### config.mk
export PLATFORM = sky130hd
export DESIGN_NAME = frame_dma_ch
export DESIGN_NICKNAME = d
export VERILOG_FILES = /design/src/rtl/fdma_pkg.sv /design/src/rtl/fdma_regs.sv /design/src/rtl/fdma_irq.sv /design/src/rtl/fdma_seq.sv /design/src/rtl/frame_dma_ch.sv
export SDC_FILE = /design/constraint.sdc
export NUM_CORES = 1
export LEC_CHECK = 0
export ABC_AREA = 1
export BUFFER_PORTS_ARGS = -buffer_cell sky130_fd_sc_hd__buf_4
export CAP_MARGIN = 5
export CORE_MARGIN = 1
export CORE_UTILIZATION = 51
export CTS_CLUSTER_SIZE = 24
export DETAILED_ROUTE_END_ITERATION = 10
export HOLD_SLACK_MARGIN = 0.03
export PLACE_DENSITY_LB_ADDON = 0.1
export SLEW_MARGIN = 20
export SYNTH_ARGS = -nofsm -noshare
export SYNTH_HDL_FRONTEND = slang
export SYNTH_SLANG_ARGS = --single-unit
### constraint.sdc
create_clock -name clk -period 7.5 [get_ports clk]
set_input_delay 2.25 -clock clk [delete_from_list [all_inputs] [get_ports clk]]
set_output_delay 2.25 -clock clk [all_outputs]
set_load 0.03 [all_outputs]
### src/rtl/fdma_pkg.sv
package fdma_pkg;

  typedef enum logic [2:0] {
    ST_IDLE,
    ST_FREQ,
    ST_FDATA,
    ST_DREQ,
    ST_DDATA
  } fdma_state_e;

  // control word bits
  localparam int CTL_W       = 4;
  localparam int CTL_FETCH   = 0;
  localparam int CTL_IE_ADDR = 1;
  localparam int CTL_IE_DSCR = 2;
  localparam int CTL_IE_END  = 3;

  // event / interrupt indices
  localparam int NEV     = 3;
  localparam int EV_ADDR = 0;
  localparam int EV_DSCR = 1;
  localparam int EV_END  = 2;

  // register offsets
  localparam logic [2:0] REG_ADDR = 3'd0;
  localparam logic [2:0] REG_CTRL = 3'd1;
  localparam logic [2:0] REG_NEXT = 3'd2;
  localparam logic [2:0] REG_CMD  = 3'd3;
  localparam logic [2:0] REG_MSET = 3'd4;
  localparam logic [2:0] REG_MCLR = 3'd5;
  localparam logic [2:0] REG_SCLR = 3'd6;

  // words in one frame: lines times words per line
  function automatic logic [31:0] frame_word_count(input logic [31:0] ppl,
                                                   input logic [31:0] lpf,
                                                   input logic        wide);
    logic [31:0] wpl;
    wpl = wide ? ppl : ((ppl + 32'd1) >> 1);
    return wpl * lpf;
  endfunction

endpackage

### src/rtl/fdma_regs.sv
module fdma_regs #(
  parameter int AW = 32,
  parameter int DW = 32
) (
  input  logic                     clk,
  input  logic                     rst_n,
  input  logic                     reg_wr,
  input  logic [2:0]               reg_addr,
  input  logic [DW-1:0]            reg_wdata,
  input  logic                     busy,
  output logic [AW-1:0]            pend_addr,
  output logic [fdma_pkg::CTL_W-1:0] pend_ctrl,
  output logic [AW-1:0]            pend_next,
  output logic                     chan_en,
  output logic                     start,
  output logic                     mask_set_wr,
  output logic                     mask_clr_wr,
  output logic                     stat_clr_wr
);
  import fdma_pkg::*;

  logic cmd_wr;
  assign cmd_wr      = reg_wr && (reg_addr == REG_CMD);
  assign start       = cmd_wr && reg_wdata[0] && reg_wdata[1] && !busy;
  assign mask_set_wr = reg_wr && (reg_addr == REG_MSET);
  assign mask_clr_wr = reg_wr && (reg_addr == REG_MCLR);
  assign stat_clr_wr = reg_wr && (reg_addr == REG_SCLR);

  always_ff @(posedge clk or negedge rst_n) begin
    if (!rst_n) begin
      pend_addr <= '0;
      pend_ctrl <= '0;
      pend_next <= '0;
      chan_en   <= 1'b0;
    end else if (reg_wr) begin
      case (reg_addr)
        REG_ADDR: pend_addr <= reg_wdata[AW-1:0];
        REG_CTRL: pend_ctrl <= reg_wdata[CTL_W-1:0];
        REG_NEXT: pend_next <= reg_wdata[AW-1:0];
        REG_CMD:  chan_en   <= reg_wdata[0];
        default:  ;
      endcase
    end
  end

endmodule

### src/rtl/fdma_irq.sv
module fdma_irq #(
  parameter int NSRC = 3
) (
  input  logic            clk,
  input  logic            rst_n,
  input  logic [NSRC-1:0] ev,
  input  logic [NSRC-1:0] ie,
  input  logic [NSRC-1:0] wbits,
  input  logic            mask_set_wr,
  input  logic            mask_clr_wr,
  input  logic            stat_clr_wr,
  output logic [NSRC-1:0] irq
);

  for (genvar k = 0; k < NSRC; k++) begin : g_src
    logic st_q;
    logic mk_q;

    always_ff @(posedge clk or negedge rst_n) begin
      if (!rst_n) begin
        st_q <= 1'b0;
        mk_q <= 1'b1;
      end else begin
        // a new event wins over a clear in the same cycle
        st_q <= ev[k] | (st_q & ~(stat_clr_wr & wbits[k]));
        if (mask_set_wr && wbits[k])
          mk_q <= 1'b1;
        else if (mask_clr_wr && wbits[k])
          mk_q <= 1'b0;
      end
    end

    assign irq[k] = st_q & ie[k] & ~mk_q;
  end

endmodule

### src/rtl/fdma_seq.sv
module fdma_seq #(
  parameter int AW    = 32,
  parameter int DW    = 32,
  parameter int BURST = 4,
  parameter int GEO_W = 12
) (
  input  logic                       clk,
  input  logic                       rst_n,
  input  logic                       start,
  input  logic                       chan_en,
  input  logic [AW-1:0]              pend_addr,
  input  logic [fdma_pkg::CTL_W-1:0] pend_ctrl,
  input  logic [AW-1:0]              pend_next,
  input  logic [GEO_W-1:0]           cfg_ppl,
  input  logic [GEO_W-1:0]           cfg_lpf,
  input  logic                       cfg_bpp32,
  output logic                       mem_req,
  output logic [AW-1:0]              mem_addr,
  input  logic                       mem_gnt,
  input  logic                       mem_rvalid,
  input  logic [DW-1:0]              mem_rdata,
  output logic                       pix_valid,
  output logic [DW-1:0]              pix_data,
  output logic                       pix_last,
  output logic [fdma_pkg::CTL_W-1:0] cur_ctrl,
  output logic                       busy,
  output logic                       ev_addr,
  output logic                       ev_dscr,
  output logic                       ev_end
);
  import fdma_pkg::*;

  localparam int CNT_W  = 2 * GEO_W;
  localparam int BEAT_W = (BURST > 1) ? $clog2(BURST) : 1;
  localparam logic [AW-1:0]     BURST_BYTES = AW'(BURST * 4);
  localparam logic [BEAT_W-1:0] LAST_BEAT   = BEAT_W'(BURST - 1);

  fdma_state_e        state;
  logic [BEAT_W-1:0]  beat;
  logic [CNT_W-1:0]   word_cnt;
  logic [CNT_W-1:0]   frame_total;
  logic [AW-1:0]      burst_base;
  logic [AW-1:0]      cur_addr;
  logic [AW-1:0]      cur_next;
  logic [AW-1:0]      d_addr;
  logic [CTL_W-1:0]   d_ctrl;
  logic [AW-1:0]      d_next;

  // named internal events
  logic take;
  logic last_take;
  logic burst_done;
  logic frame_done;
  logic sw_load;
  logic desc_done;
  logic restart;
  logic [CNT_W-1:0] geo_total;

  assign geo_total  = CNT_W'(frame_word_count(32'(cfg_ppl), 32'(cfg_lpf), cfg_bpp32));
  assign take       = (state == ST_FDATA) && mem_rvalid && (word_cnt < frame_total);
  assign last_take  = take && ((word_cnt + 1'b1) == frame_total);
  assign burst_done = mem_rvalid && (beat == LAST_BEAT);
  assign frame_done = (word_cnt + CNT_W'(take)) >= frame_total;
  assign sw_load    = (state == ST_IDLE) && start;
  assign desc_done  = (state == ST_DDATA) && burst_done;
  assign ev_end     = (state == ST_FDATA) && burst_done && frame_done;
  assign restart    = ev_end && chan_en && !cur_ctrl[CTL_FETCH];
  assign ev_dscr    = sw_load || desc_done;
  assign ev_addr    = sw_load || desc_done || restart;

  assign mem_req  = (state == ST_FREQ) || (state == ST_DREQ);
  assign mem_addr = (state == ST_DREQ) ? cur_next : burst_base;
  assign busy     = (state != ST_IDLE);

  always_ff @(posedge clk or negedge rst_n) begin
    if (!rst_n) begin
      state       <= ST_IDLE;
      beat        <= '0;
      word_cnt    <= '0;
      frame_total <= '0;
      burst_base  <= '0;
      cur_addr    <= '0;
      cur_ctrl    <= '0;
      cur_next    <= '0;
      d_addr      <= '0;
      d_ctrl      <= '0;
      d_next      <= '0;
      pix_valid   <= 1'b0;
      pix_data    <= '0;
      pix_last    <= 1'b0;
    end else begin
      pix_valid <= take;
      pix_last  <= last_take;
      if (take) pix_data <= mem_rdata;
      case (state)
        ST_IDLE: begin
          if (start) begin
            cur_addr    <= pend_addr;
            cur_ctrl    <= pend_ctrl;
            cur_next    <= pend_next;
            burst_base  <= pend_addr;
            word_cnt    <= '0;
            frame_total <= geo_total;
            state       <= ST_FREQ;
          end
        end
        ST_FREQ: begin
          if (mem_gnt) begin
            beat  <= '0;
            state <= ST_FDATA;
          end
        end
        ST_FDATA: begin
          if (mem_rvalid) begin
            beat <= beat + 1'b1;
            if (take) word_cnt <= word_cnt + 1'b1;
            if (burst_done) begin
              burst_base <= burst_base + BURST_BYTES;
              if (!frame_done) begin
                state <= ST_FREQ;
              end else if (!chan_en) begin
                state <= ST_IDLE;
              end else if (cur_ctrl[CTL_FETCH]) begin
                state <= ST_DREQ;
              end else begin
                burst_base  <= cur_addr;
                word_cnt    <= '0;
                frame_total <= geo_total;
                state       <= ST_FREQ;
              end
            end
          end
        end
        ST_DREQ: begin
          if (mem_gnt) begin
            beat  <= '0;
            state <= ST_DDATA;
          end
        end
        ST_DDATA: begin
          if (mem_rvalid) begin
            beat <= beat + 1'b1;
            if (beat == BEAT_W'(0)) d_addr <= mem_rdata[AW-1:0];
            if (beat == BEAT_W'(1)) d_ctrl <= mem_rdata[CTL_W-1:0];
            if (beat == BEAT_W'(2)) d_next <= mem_rdata[AW-1:0];
            if (burst_done) begin
              cur_addr    <= d_addr;
              cur_ctrl    <= d_ctrl;
              cur_next    <= d_next;
              burst_base  <= d_addr;
              word_cnt    <= '0;
              frame_total <= geo_total;
              state       <= ST_FREQ;
            end
          end
        end
        default: state <= ST_IDLE;
      endcase
    end
  end

endmodule

### src/rtl/frame_dma_ch.sv
module frame_dma_ch #(
  parameter int AW    = 32,
  parameter int DW    = 32,
  parameter int BURST = 4,
  parameter int GEO_W = 12
) (
  input  logic             clk,
  input  logic             rst_n,
  input  logic             reg_wr,
  input  logic [2:0]       reg_addr,
  input  logic [DW-1:0]    reg_wdata,
  input  logic [GEO_W-1:0] cfg_ppl,
  input  logic [GEO_W-1:0] cfg_lpf,
  input  logic             cfg_bpp32,
  output logic             mem_req,
  output logic [AW-1:0]    mem_addr,
  input  logic             mem_gnt,
  input  logic             mem_rvalid,
  input  logic [DW-1:0]    mem_rdata,
  output logic             pix_valid,
  output logic [DW-1:0]    pix_data,
  output logic             pix_last,
  output logic [2:0]       irq
);
  import fdma_pkg::*;

  logic [AW-1:0]    pend_addr;
  logic [CTL_W-1:0] pend_ctrl;
  logic [AW-1:0]    pend_next;
  logic [CTL_W-1:0] cur_ctrl;
  logic chan_en, start, busy;
  logic mask_set_wr, mask_clr_wr, stat_clr_wr;
  logic ev_addr, ev_dscr, ev_end;
  logic [NEV-1:0] ev_vec;
  logic [NEV-1:0] ie_vec;

  assign ev_vec = {ev_end, ev_dscr, ev_addr};
  assign ie_vec = {cur_ctrl[CTL_IE_END], cur_ctrl[CTL_IE_DSCR], cur_ctrl[CTL_IE_ADDR]};

  fdma_regs #(.AW(AW), .DW(DW)) regs_i (
    .clk(clk), .rst_n(rst_n), .reg_wr(reg_wr), .reg_addr(reg_addr),
    .reg_wdata(reg_wdata), .busy(busy), .pend_addr(pend_addr),
    .pend_ctrl(pend_ctrl), .pend_next(pend_next), .chan_en(chan_en),
    .start(start), .mask_set_wr(mask_set_wr), .mask_clr_wr(mask_clr_wr),
    .stat_clr_wr(stat_clr_wr)
  );

  fdma_seq #(.AW(AW), .DW(DW), .BURST(BURST), .GEO_W(GEO_W)) seq_i (
    .clk(clk), .rst_n(rst_n), .start(start), .chan_en(chan_en),
    .pend_addr(pend_addr), .pend_ctrl(pend_ctrl), .pend_next(pend_next),
    .cfg_ppl(cfg_ppl), .cfg_lpf(cfg_lpf), .cfg_bpp32(cfg_bpp32),
    .mem_req(mem_req), .mem_addr(mem_addr), .mem_gnt(mem_gnt),
    .mem_rvalid(mem_rvalid), .mem_rdata(mem_rdata), .pix_valid(pix_valid),
    .pix_data(pix_data), .pix_last(pix_last), .cur_ctrl(cur_ctrl),
    .busy(busy), .ev_addr(ev_addr), .ev_dscr(ev_dscr), .ev_end(ev_end)
  );

  fdma_irq #(.NSRC(NEV)) irq_i (
    .clk(clk), .rst_n(rst_n), .ev(ev_vec), .ie(ie_vec),
    .wbits(reg_wdata[NEV-1:0]), .mask_set_wr(mask_set_wr),
    .mask_clr_wr(mask_clr_wr), .stat_clr_wr(stat_clr_wr), .irq(irq)
  );

endmodule

==> flow_metrics.env <==
export IMPL_finalCriticalPeriod_ns=7.21
export IMPL_grt_max_degree=141
export IMPL_wl_um=65900
export IMPL_wl_per_cell_um=17.0
export IMPL_ff2ff_path_depth=25
export IMPL_finalPower_mw=11.9
export IMPL_num_vias=20591
export IMPL_endpoint_kind="flip-flop"
export IMPL_p_leak_nw=14.0
export IMPL_cp_depth=29
export IMPL_ant_nets=0
export IMPL_r2r_end="seq_i.burst_base[22]"
export IMPL_cp_max_fo=5
export IMPL_ys_ff_latch=330
export IMPL_dieArea_um2=45400
export IMPL_h_tree_depth=2
export IMPL_hold_violations=0
export IMPL_mappedNetlistNets=3382
export IMPL_drc=0
export IMPL_placedCellCount=3801
export IMPL_synth_edff_count=0
export IMPL_portBuffers=166
export IMPL_grt_pass1_vias=20494
export IMPL_core_um2=43500
export IMPL_tritoncts="built"
export IMPL_max_stage_delay_ns=0.57
export IMPL_numCtsBuffers=39
export IMPL_hold_depth=2
export IMPL_ys_warnings_count=0
export IMPL_first_pass_iters=5
export IMPL_timing_rr_start="seq_i.state[2]"
export IMPL_stdcell_count=3871
export IMPL_worstPathRequired_ns=7.93
export IMPL_track_usage=0.303
export IMPL_start_util=0.523
export IMPL_ys_flop_type="dfrtp_1"
export IMPL_synth_most_common_cell="nand2_1"
export IMPL_outcome="completed"
export IMPL_cap_violations=0
export IMPL_clock_fmax_mhz=139
export IMPL_fin_ws_ns=0.289
export IMPL_hp_start="irq_i.g_src[0].mk_q"
export IMPL_p_per_area_nw_per_um2=452
export IMPL_tightest_slew_ns=0.907
export IMPL_drive_above_1_share=0.117
export IMPL_max_clock_path_buffers=3
export IMPL_min_to="irq_i.g_src[0].mk_q"
export IMPL_yosys_top_cells_area="dfrtp_1 (36%), nand2_1 (16%), fa_1 (8.8%), inv_1 (6.8%), ha_1 (6.6%)"
export IMPL_syn_avg_cell_area_um2=7.41
export IMPL_n_antenna_cell=0
export IMPL_synthTopCellsByCount="nand2_1 (986), inv_1 (410), dfrtp_1 (327), o21ai_0 (287), nor2_1 (247)"
export IMPL_async_flop_share=1.00
export IMPL_start_kind="input pin"
export IMPL_arrival_ns=7.64
export IMPL_min_period_over_period=0.961
export IMPL_syn_to_final_growth_pct=16.1
export IMPL_drv_slew=0
export IMPL_critPathBufInv=6
export IMPL_synth_cell_type_count=38
export IMPL_gr_total_overflow=0
export IMPL_pre_cts_slack_ns=-0.241
export IMPL_clock_latency_ns=0.55
export IMPL_maxSlewHeadroom=0.396
export IMPL_grt_pass1_wl_um=108000
export IMPL_clk_pin_slew_ns=0.06
export IMPL_hp_class="flip-flop to flip-flop"
export IMPL_dieHeight_um=213
export IMPL_rows=76
export IMPL_syn_area_um2=22700
export IMPL_dpl_hpwl_um=48800
export IMPL_clock_sinks=330
export IMPL_drt_iter0_drc=1755
export IMPL_synth_top_area_frac=0.360
export IMPL_synthCells=3066
export IMPL_chipWidth_um=213
export IMPL_cp_slowest_cell="fa_1"
export IMPL_ioPinCount=167
export IMPL_critPathKind="input pin to flip-flop"
export IMPL_ctsRootBufferMaster="clkbuf_16"
export IMPL_finClkSkew_ns=0.0227
export IMPL_place_congestion=0.954
export IMPL_antenna_found_initial=0
export IMPL_fillers=4074
export IMPL_reg2reg_slack_ns=1.80
export IMPL_cpMostUsedCell="nand2_1"
export IMPL_via_per_inst=5.32
export IMPL_synth_seq_area_share=0.364
export IMPL_peakVddDrop_mv=0.370
export IMPL_crit_family="adder cells"
export IMPL_setup_viol=0
export IMPL_yosysTopAreaCell="dfrtp_1"
export IMPL_fin_nets=3574
[tightest hold or removal path: cells and delay by family (launching register included)]
family           cells  cell delay [ns]
AND/OR/NAND/NOR      1             0.05
AO/OA/AOI/OAI        1             0.06
flip-flops           1             0.36
[per-stage QoR]
step | setup TNS, ns | hold WS, ns | utilization | area (um2)
finish | 0 | 0.475 | 0.607 | 26400
detailed placement | -2.02 | 0.465 | 0.575 | 25000
global route | -0.00244 | 0.493 | 0.607 | 26400
CTS | 0 | 0.480 | 0.606 | 26300
floorplan | 0 | 0.446 | - | 22700
global placement | -1.18 | 0.461 | 0.575 | 25000
[cells in the final DEF, fill, tap and decap left out, types with 96 or more instances in the layout]
cell type,n
nand3_1,154
ha_1,118
dfrtp_1,327
nor2_1,244
o21ai_0,287
inv_1,409
nand2_1,982
fa_1,100
a21oi_1,96
buf_4,264
[kinds of logic after synthesis]
group,after synthesis,synth area share
simple gates,1451,0.257
xor+xnor,68,0.0274
fa+ha+maj,219,0.154
buf+inv,539,0.0943
flops,330,0.364
compound gates,459,0.104
[power by group]
group          internal (mW)  switching (mW)
Clock                   1.19           0.766
Combinational           2.67            4.42
Sequential              2.39           0.479
[worst max-delay path by stage]
| stage | from | slack [ns] | endpoint |
|---|---|---|---|
| after floorplan | cfg_bpp32 | 0.26 | seq_i.frame_total[20] |
| after global placement | cfg_ppl[4] | -0.17 | seq_i.frame_total[17] |
| after detailed placement | cfg_ppl[4] | -0.24 | seq_i.frame_total[20] |
| after CTS | cfg_ppl[4] | 0.31 | seq_i.frame_total[20] |
| after global routing | cfg_ppl[1] | -0.002 | seq_i.frame_total[20] |
| final | cfg_ppl[1] | 0.29 | seq_i.frame_total[20] |
[state kept, by name, indices dropped and copies added (netlist names)]
register,cells
regs_i.pend_addr,32
regs_i.pend_next,32
seq_i.burst_base,32
seq_i.cur_addr,32
seq_i.cur_next,32
seq_i.d_addr,32
seq_i.d_next,32
seq_i.pix_data,32
seq_i.frame_total,24
seq_i.word_cnt,24
regs_i.pend_ctrl,4
seq_i.cur_ctrl,4
seq_i.d_ctrl,4
irq_i.g_src.mk_q,3
irq_i.g_src.st_q,3
seq_i.state,3
seq_i.beat,2
regs_i.chan_en,1
seq_i.pix_last,1
seq_i.pix_valid,1
[final cells by class]
class	instances	area (um2)	area share
Timing Repair Buffer	269	2070	0.0784
Tap cell	585	732	0.0278
Clock buffer	54	1120	0.0426
Sequential cell	330	8260	0.313
Multi-Input combinational cell	2197	12400	0.470
Clock inverter	15	211	0.00802
Inverter	421	1580	0.0600
[layer usage]
| layer | track usage | part of all wire | vias up |
|---|---|---|---|
| li1 | - | - | 9963 |
| met2 | 0.503 | 0.48 | 574 |
| met4 | 0.0958 | 0.029 | 0 |
| met1 | 0.412 | 0.44 | 9940 |
| met3 | 0.0374 | 0.052 | 114 |
| met5 | 0 | 0 | - |
[timing repair]
item | CTS | global route
hold buffers | 0 | 0
hold endpoints to repair | 0 | 0
setup buffers | 0 | 1
resized for setup | 0 | 10
endpoints found under the setup margin | 0 | 10
Note: power is estimated with default switching activity, not from simulation.
